File: config.mk
export PLATFORM = sky130hd
export DESIGN_NAME = clk_pwr_ctrl
export DESIGN_NICKNAME = d
export VERILOG_FILES = /design/src/rtl/clk_pwr_pkg.sv /design/src/rtl/cyc_timer.sv /design/src/rtl/rst_qual.sv /design/src/rtl/pwr_mode.sv /design/src/rtl/clk_pwr_ctrl.sv
export SDC_FILE = /design/constraint.sdc
export NUM_CORES = 1
export LEC_CHECK = 0
export BUFFER_PORTS_ARGS = -buffer_cell sky130_fd_sc_hd__buf_2
export CAP_MARGIN = 0
export CORE_MARGIN = 1
export CORE_UTILIZATION = 45
export DETAILED_ROUTE_END_ITERATION = 8
export PLACE_DENSITY = 0.71
export SYNTH_ARGS = -nofsm -noshare
export SYNTH_HDL_FRONTEND = slang
export SYNTH_HIERARCHICAL = 1
export SYNTH_SLANG_ARGS = --single-unit
File: constraint.sdc
create_clock -name osc_i -period 1.8 [get_ports osc_i]
set_input_delay 0.27 -clock osc_i [delete_from_list [all_inputs] [get_ports osc_i]]
set_output_delay 0.27 -clock osc_i [all_outputs]
set_load 0.005 [all_outputs]
File: src/rtl/clk_pwr_pkg.sv
package clk_pwr_pkg;
  localparam int unsigned NUM_STATES_DEF = 6;
  localparam int unsigned QUAL_MC_DEF    = 2;

  typedef enum logic {
    PH_P1 = 1'b0,
    PH_P2 = 1'b1
  } phase_e;
endpackage

File: src/rtl/cyc_timer.sv
module cyc_timer
  import clk_pwr_pkg::*;
#(
  parameter int unsigned NUM_STATES = NUM_STATES_DEF
) (
  input  logic                  clk_i,
  input  logic                  rst_ni,
  input  logic                  hold_i,
  input  logic                  freeze_i,
  output logic [NUM_STATES-1:0] state_o,
  output logic                  phase_o,
  output logic                  mc_stb_o
);
  localparam int unsigned ST_W = (NUM_STATES > 1) ? $clog2(NUM_STATES) : 1;
  localparam logic [ST_W-1:0] ST_LAST = ST_W'(NUM_STATES - 1);

  phase_e          ph_q;
  logic [ST_W-1:0] st_q;

  // divide-by-two stage: phase flop toggles on every oscillator edge
  always_ff @(posedge clk_i or negedge rst_ni) begin
    if (!rst_ni) begin
      ph_q <= PH_P1;
      st_q <= '0;
    end else if (hold_i) begin
      ph_q <= PH_P1;
      st_q <= '0;
    end else if (!freeze_i) begin
      ph_q <= (ph_q == PH_P1) ? PH_P2 : PH_P1;
      if (ph_q == PH_P2) st_q <= (st_q == ST_LAST) ? '0 : st_q + 1'b1;
    end
  end

  for (genvar g = 0; g < NUM_STATES; g++) begin : g_onehot
    assign state_o[g] = (st_q == ST_W'(g));
  end

  assign phase_o  = ph_q;
  assign mc_stb_o = (st_q == ST_LAST) && (ph_q == PH_P2) && !freeze_i && !hold_i;

  assert_state_onehot_R1: assert property (@(posedge clk_i) disable iff (!rst_ni)
    $countones(state_o) == 1);
  assert_phase_toggle_R1: assert property (@(posedge clk_i) disable iff (!rst_ni)
    !hold_i && !freeze_i |=> phase_o != $past(phase_o));
  assert_freeze_hold_R8: assert property (@(posedge clk_i) disable iff (!rst_ni)
    freeze_i && !hold_i |=> $stable(state_o) && $stable(phase_o));
  assert_hold_start_R9: assert property (@(posedge clk_i) disable iff (!rst_ni)
    hold_i |=> state_o[0] && !phase_o);
endmodule

File: src/rtl/rst_qual.sv
module rst_qual #(
  parameter int unsigned QUAL_LEN = 24
) (
  input  logic clk_i,
  input  logic rst_ni,
  input  logic ext_rst_i,
  output logic core_rst_o
);
  localparam int unsigned CNT_W = $clog2(QUAL_LEN + 1);
  localparam logic [CNT_W-1:0] CNT_TOP = CNT_W'(QUAL_LEN);

  logic [CNT_W-1:0] cnt_q;

  // a low sample restarts the count from zero
  always_ff @(posedge clk_i or negedge rst_ni) begin
    if (!rst_ni)             cnt_q <= '0;
    else if (!ext_rst_i)     cnt_q <= '0;
    else if (cnt_q != CNT_TOP) cnt_q <= cnt_q + 1'b1;
  end

  assign core_rst_o = (cnt_q == CNT_TOP);

  assert_rst_needs_req_R3: assert property (@(posedge clk_i) disable iff (!rst_ni)
    $rose(core_rst_o) |-> $past(ext_rst_i));
  assert_rst_release_R3: assert property (@(posedge clk_i) disable iff (!rst_ni)
    core_rst_o && !ext_rst_i |=> !core_rst_o);
  assert_short_req_R4: assert property (@(posedge clk_i) disable iff (!rst_ni)
    !ext_rst_i |=> !core_rst_o);
endmodule

File: src/rtl/pwr_mode.sv
module pwr_mode (
  input  logic clk_i,
  input  logic rst_ni,
  input  logic clr_i,
  input  logic idle_set_i,
  input  logic pd_set_i,
  input  logic irq_i,
  input  logic bnd_i,
  output logic idle_o,
  output logic pd_o
);
  logic idle_q, pd_q;

  always_ff @(posedge clk_i or negedge rst_ni) begin
    if (!rst_ni) begin
      idle_q <= 1'b0;
      pd_q   <= 1'b0;
    end else if (clr_i) begin
      idle_q <= 1'b0;
      pd_q   <= 1'b0;
    end else begin
      if (pd_set_i) pd_q <= 1'b1;
      if (idle_set_i)          idle_q <= 1'b1;
      else if (bnd_i && irq_i) idle_q <= 1'b0;
    end
  end

  assign idle_o = idle_q;
  assign pd_o   = pd_q;

  assert_wake_on_bnd_R7: assert property (@(posedge clk_i) disable iff (!rst_ni)
    $fell(idle_q) |-> $past(clr_i) || ($past(bnd_i) && $past(irq_i)));
  assert_pd_sticky_R8: assert property (@(posedge clk_i) disable iff (!rst_ni)
    pd_q && !clr_i |=> pd_q);
  assert_clr_modes_R9: assert property (@(posedge clk_i) disable iff (!rst_ni)
    clr_i |=> !idle_q && !pd_q);
endmodule

File: src/rtl/clk_pwr_ctrl.sv
module clk_pwr_ctrl
  import clk_pwr_pkg::*;
#(
  parameter int unsigned NUM_STATES = NUM_STATES_DEF,
  parameter int unsigned QUAL_MC    = QUAL_MC_DEF
) (
  input  logic                  osc_i,
  input  logic                  rst_ni,
  input  logic                  ext_rst_i,
  input  logic                  idle_req_i,
  input  logic                  pdown_req_i,
  input  logic                  irq_pend_i,
  output logic [NUM_STATES-1:0] state_o,
  output logic                  phase_o,
  output logic                  mc_stb_o,
  output logic                  cpu_clk_en_o,
  output logic                  per_clk_en_o,
  output logic                  core_rst_o,
  output logic                  io_high_o
);
  localparam int unsigned OSC_PER_MC = 2 * NUM_STATES;
  localparam int unsigned QUAL_LEN   = QUAL_MC * OSC_PER_MC;

  logic core_rst, idle, pd, stb;

  rst_qual #(.QUAL_LEN(QUAL_LEN)) u_rst_qual (
    .clk_i     (osc_i),
    .rst_ni    (rst_ni),
    .ext_rst_i (ext_rst_i),
    .core_rst_o(core_rst)
  );

  cyc_timer #(.NUM_STATES(NUM_STATES)) u_cyc_timer (
    .clk_i   (osc_i),
    .rst_ni  (rst_ni),
    .hold_i  (core_rst),
    .freeze_i(pd),
    .state_o (state_o),
    .phase_o (phase_o),
    .mc_stb_o(stb)
  );

  pwr_mode u_pwr_mode (
    .clk_i     (osc_i),
    .rst_ni    (rst_ni),
    .clr_i     (core_rst),
    .idle_set_i(idle_req_i),
    .pd_set_i  (pdown_req_i),
    .irq_i     (irq_pend_i),
    .bnd_i     (stb),
    .idle_o    (idle),
    .pd_o      (pd)
  );

  assign mc_stb_o     = stb;
  assign cpu_clk_en_o = !idle && !pd;
  assign per_clk_en_o = !pd;
  assign core_rst_o   = core_rst;
  // pins forced high before qualification completes
  assign io_high_o    = ext_rst_i || core_rst;

  assert_idle_keeps_per_R6: assert property (@(posedge osc_i) disable iff (!rst_ni)
    !cpu_clk_en_o && per_clk_en_o |-> $past(state_o) != state_o || $past(phase_o) != phase_o
      || $past(core_rst));
  assert_pd_no_stb_R8: assert property (@(posedge osc_i) disable iff (!rst_ni)
    !per_clk_en_o |-> !mc_stb_o);
  assert_io_high_R5: assert property (@(posedge osc_i) disable iff (!rst_ni)
    core_rst_o |-> io_high_o);
endmodule

==> flow_metrics.py <==
metrics = {
    "outcome": {
        "status": "complete, no violations",
    },
    "yosys": {
        "synth.top_cell.area_share_pct": 44.1,
        "avgSynthCellArea_um2": 9.91,
        "synth_area_um2": 624,
        "yosysTopAreaCell": "dfrtp_1",
        "ys_seq_area_share_pct": 44.1,
        "syn_inst": 63,
        "synth_seq_cells": 11,
        "synth-edff-count": 0,
        "synthDistinctLibCells": 22,
        "synth_most_common_cell": "dfrtp_1",
        "netlist_top_cells_count": "dfrtp_1, nor2_1, nand2_1",
        "yosys-top-cells-area": "dfrtp_1, mux2i_1, ha_1, nor2_1, nand2b_1",
        "synth_ff_type": "dfrtp_1",
        "synthArstFlopShare_pct": 100,
        "synth_nets": 72,
        "ys.warnings.count": 6,
    },
    "timing": {
        "setup_violations": 0,
        "report.final.slew_viol_count": 0,
        "tightest_slew_ns": 0.245,
        "fin_ws_ns": 0.0660,
        "fin_crit_sh_pct": 96.3,
        "rsz0062_at_grt": "yes",
        "relSlewSlack_pct": 83.7,
        "max_freq_mhz": 577,
        "hold_violations": 0,
        "fin_skew_ns": 0.000537,
        "fin_crit_ns": 1.73,
    },
    "floorplan": {
        "num_rows": 13,
        "coreArea_um2": 1300,
        "io_pins": 18,
        "die_h_um": 39.3,
        "die_w_um": 39.3,
        "start_util_pct": 48.0,
        "dieArea_um2": 1540,
    },
    "power": {
        "switchingPower_mw": 0.141,
        "vdd.ir_drop.worst_mv": 0.408,
        "switching_share_pct": 25.8,
        "clockPowerShare_pct": 29.6,
        "comb_power_share_pct": 18.8,
        "p_leak_nw": 0.424,
        "power_density_nw_per_um2": 679,
        "p_int_mw": 0.405,
        "seq_power_share_pct": 51.6,
    },
    "critical_path": {
        "r2r_cells": 4,
        "critPathLaunchType": "flip-flop",
        "critPathKind": "flip-flop to output port",
        "worstReg2RegEnd": "u_cyc_timer/st_q[2]",
        "cp.required_ns": 1.53,
        "cp_max_fo": 6,
        "end_kind": "output port",
        "r2r-start": "u_cyc_timer/st_q[1]",
        "reg2reg_slack_ns": 0.36,
        "cp.arrival_ns": 1.46,
    },
    "drt": {
        "vias": 538,
        "first_pass_iters": 4,
        "vias_per_cell": 5.12,
        "routed_wl_um": 1240,
        "drt_iter0_drc": 10,
        "route.detailed.drc": 0,
        "wl_per_cell_um": 11.8,
        "drtAntennaViolNets": 0,
    },
    "cells_and_area": {
        "area_growth_pct": 28.7,
        "fin_util_pct": 61.7,
        "drive_gt1_share_pct": 35.6,
        "nFillCells": 119,
        "diodes": 0,
        "nNetsFinal": 100,
    },
    "clock_network": {
        "htree_levels": 1,
        "clk_latency_ns": 0.26,
        "cts_tree": "done",
        "cts.sinks": 11,
        "clk_pin_slew_ns": 0.06,
        "cts_root_buf": "clkbuf_4",
        "cts_buffer_depth": 2,
        "cts_made_buffers": 3,
    },
    "global_routing": {
        "grt_max_degree": 12,
        "overflow": 0,
        "grt_pass1_wl_um": 1900,
        "grt_pass1_vias": 489,
        "grt_usage_pct": 18.7,
        "antenna_found_initial": 0,
    },
    "min_path": {
        "hold_path_end": "u_pwr_mode/idle_o",
        "min_path_cells": 2,
        "min_path_type": "input pin to flip-flop",
        "hp-start": "irq_pend_i",
    },
    "placement": {
        "gp_congestion": 0.711,
        "dp_hpwl_um": 897,
        "dp_worst_setup_slack_ns": 0.206,
        "port_buffers": 17,
    },
    "run": {
        "cap_violations": 0,
    },
}
-- worst max-delay path, cell delays in order (launching register included) --
cell and delay [ns]:
dfrtp_1 0.38, inv_1 0.07, ha_2 0.15, and4b_2 0.30, buf_4 0.18, buf_2 0.12
-- registers in the layout (all words and copies together) (netlist names) --
signal and flops:
u_cyc_timer/st_q 3, u_pwr_mode/idle_o 1, u_rst_qual/cnt_q 5, u_pwr_mode/pd_o 1, u_cyc_timer/phase_o 1
-- repair_timing --
item | in CTS | in global routing
setup endpoints to repair | 3 | 3
setup buffers | 2 | 3
hold buffers | 1 | 0
endpoints found under the hold margin | 11 | 0
resized for setup | 2 | 1
pin swaps | 0 | 2
-- cell type report --
class,instances,area (um^2),area share (%)
Timing Repair Buffer,25,148,18.4
Multi-Input combinational cell,45,317,39.4
Sequential cell,11,275,34.3
Tap cell,15,18.8,2.34
Clock buffer,4,26.3,3.27
Inverter,5,18.8,2.34
-- cell usage in the layout, fill, tap and decap left out --
| cell type | Yosys | final |
|---|---|---|
| nand2_1 | 6 | 6 |
| ha_2 | 0 | 1 |
| or3_1 | 1 | 1 |
| nor2_1 | 8 | 8 |
| clkbuf_1 | 0 | 1 |
| nand3b_1 | 1 | 1 |
| nor3b_2 | 1 | 2 |
| and3b_1 | 1 | 1 |
| dfrtp_1 | 11 | 11 |
| nand3_1 | 2 | 2 |
| nor3b_1 | 2 | 1 |
| and4b_2 | 0 | 1 |
| a311oi_1 | 1 | 1 |
| mux2i_1 | 5 | 5 |
| inv_1 | 5 | 5 |
| buf_4 | 0 | 7 |
| nor3_1 | 2 | 2 |
| buf_2 | 0 | 17 |
| and2_1 | 2 | 2 |
| or2_1 | 1 | 1 |
| dlygate4sd3_1 | 0 | 1 |
| nand2b_1 | 4 | 4 |
| xor2_1 | 2 | 2 |
| xnor2_1 | 1 | 1 |
| a21oi_2 | 1 | 1 |
| ha_1 | 3 | 2 |
| clkbuf_4 | 0 | 3 |
-- through the flow --
| step | cells | hold slack, ns | power (mW) | area (um^2) | setup TNS [ns] |
|---|---|---|---|---|---|
| detailed placement | 95 | 0.154 | 0.379 | 721 | 0 |
| global route | 105 | 0.199 | 0.579 | 803 | -0.0704 |
| floorplan | 63 | -0.0256 | 0.340 | 624 | 0 |
| finish | 105 | 0.199 | 0.546 | 803 | 0 |
| global placement | 95 | 0.150 | 0.375 | 721 | 0 |
| CTS | 102 | 0.190 | 0.551 | 778 | 0 |
-- worst max-delay path by stage --
stage                              startpoint    endpoint  slack, ns  depth (start not counted)
after CTS                 u_rst_qual/cnt_q[0]   io_high_o       0.03                          5
after floorplan           u_rst_qual/cnt_q[0]    mc_stb_o       0.33                          5
final                     u_rst_qual/cnt_q[0]  core_rst_o       0.07                          5
after global routing      u_rst_qual/cnt_q[1]    mc_stb_o      -0.03                          5
after detailed placement  u_rst_qual/cnt_q[0]    mc_stb_o       0.21                          5
after global placement    u_rst_qual/cnt_q[0]    mc_stb_o       0.23                          5
-- layer usage --
| metal | vias up | global-route usage, % | share of wire, % |
|---|---|---|---|
| li1 | 264 | - | - |
| met1 | 259 | 20.2 | 42 |
| met2 | 15 | 33.8 | 53 |
| met3 | 0 | 8.52 | 5.3 |
| met4 | 0 | 2.59 | 0 |
| met5 | - | 0 | 0 |
-- cell families after synthesis --
kind of cell             synth area share, %
buffers and inverters                   6.61
XOR/XNOR                                4.21
multiplexers                            8.02
AND/OR/NAND/NOR                         28.3
AO/OA/AOI/OAI                           2.81
adder cells (fa/ha/maj)                 6.01
flip-flops                              44.1
-- power by group through the flow --
stage	combinational, mW	sequential (mW)	clock [mW]
after floorplan	0.0546	0.286	0
after global placement	0.0871	0.288	0
after detailed placement	0.0905	0.288	0
after CTS	0.101	0.281	0.169
after global routing	0.116	0.284	0.178
final	0.103	0.282	0.161
No activity file was read; power rests on OpenSTA's default activity.
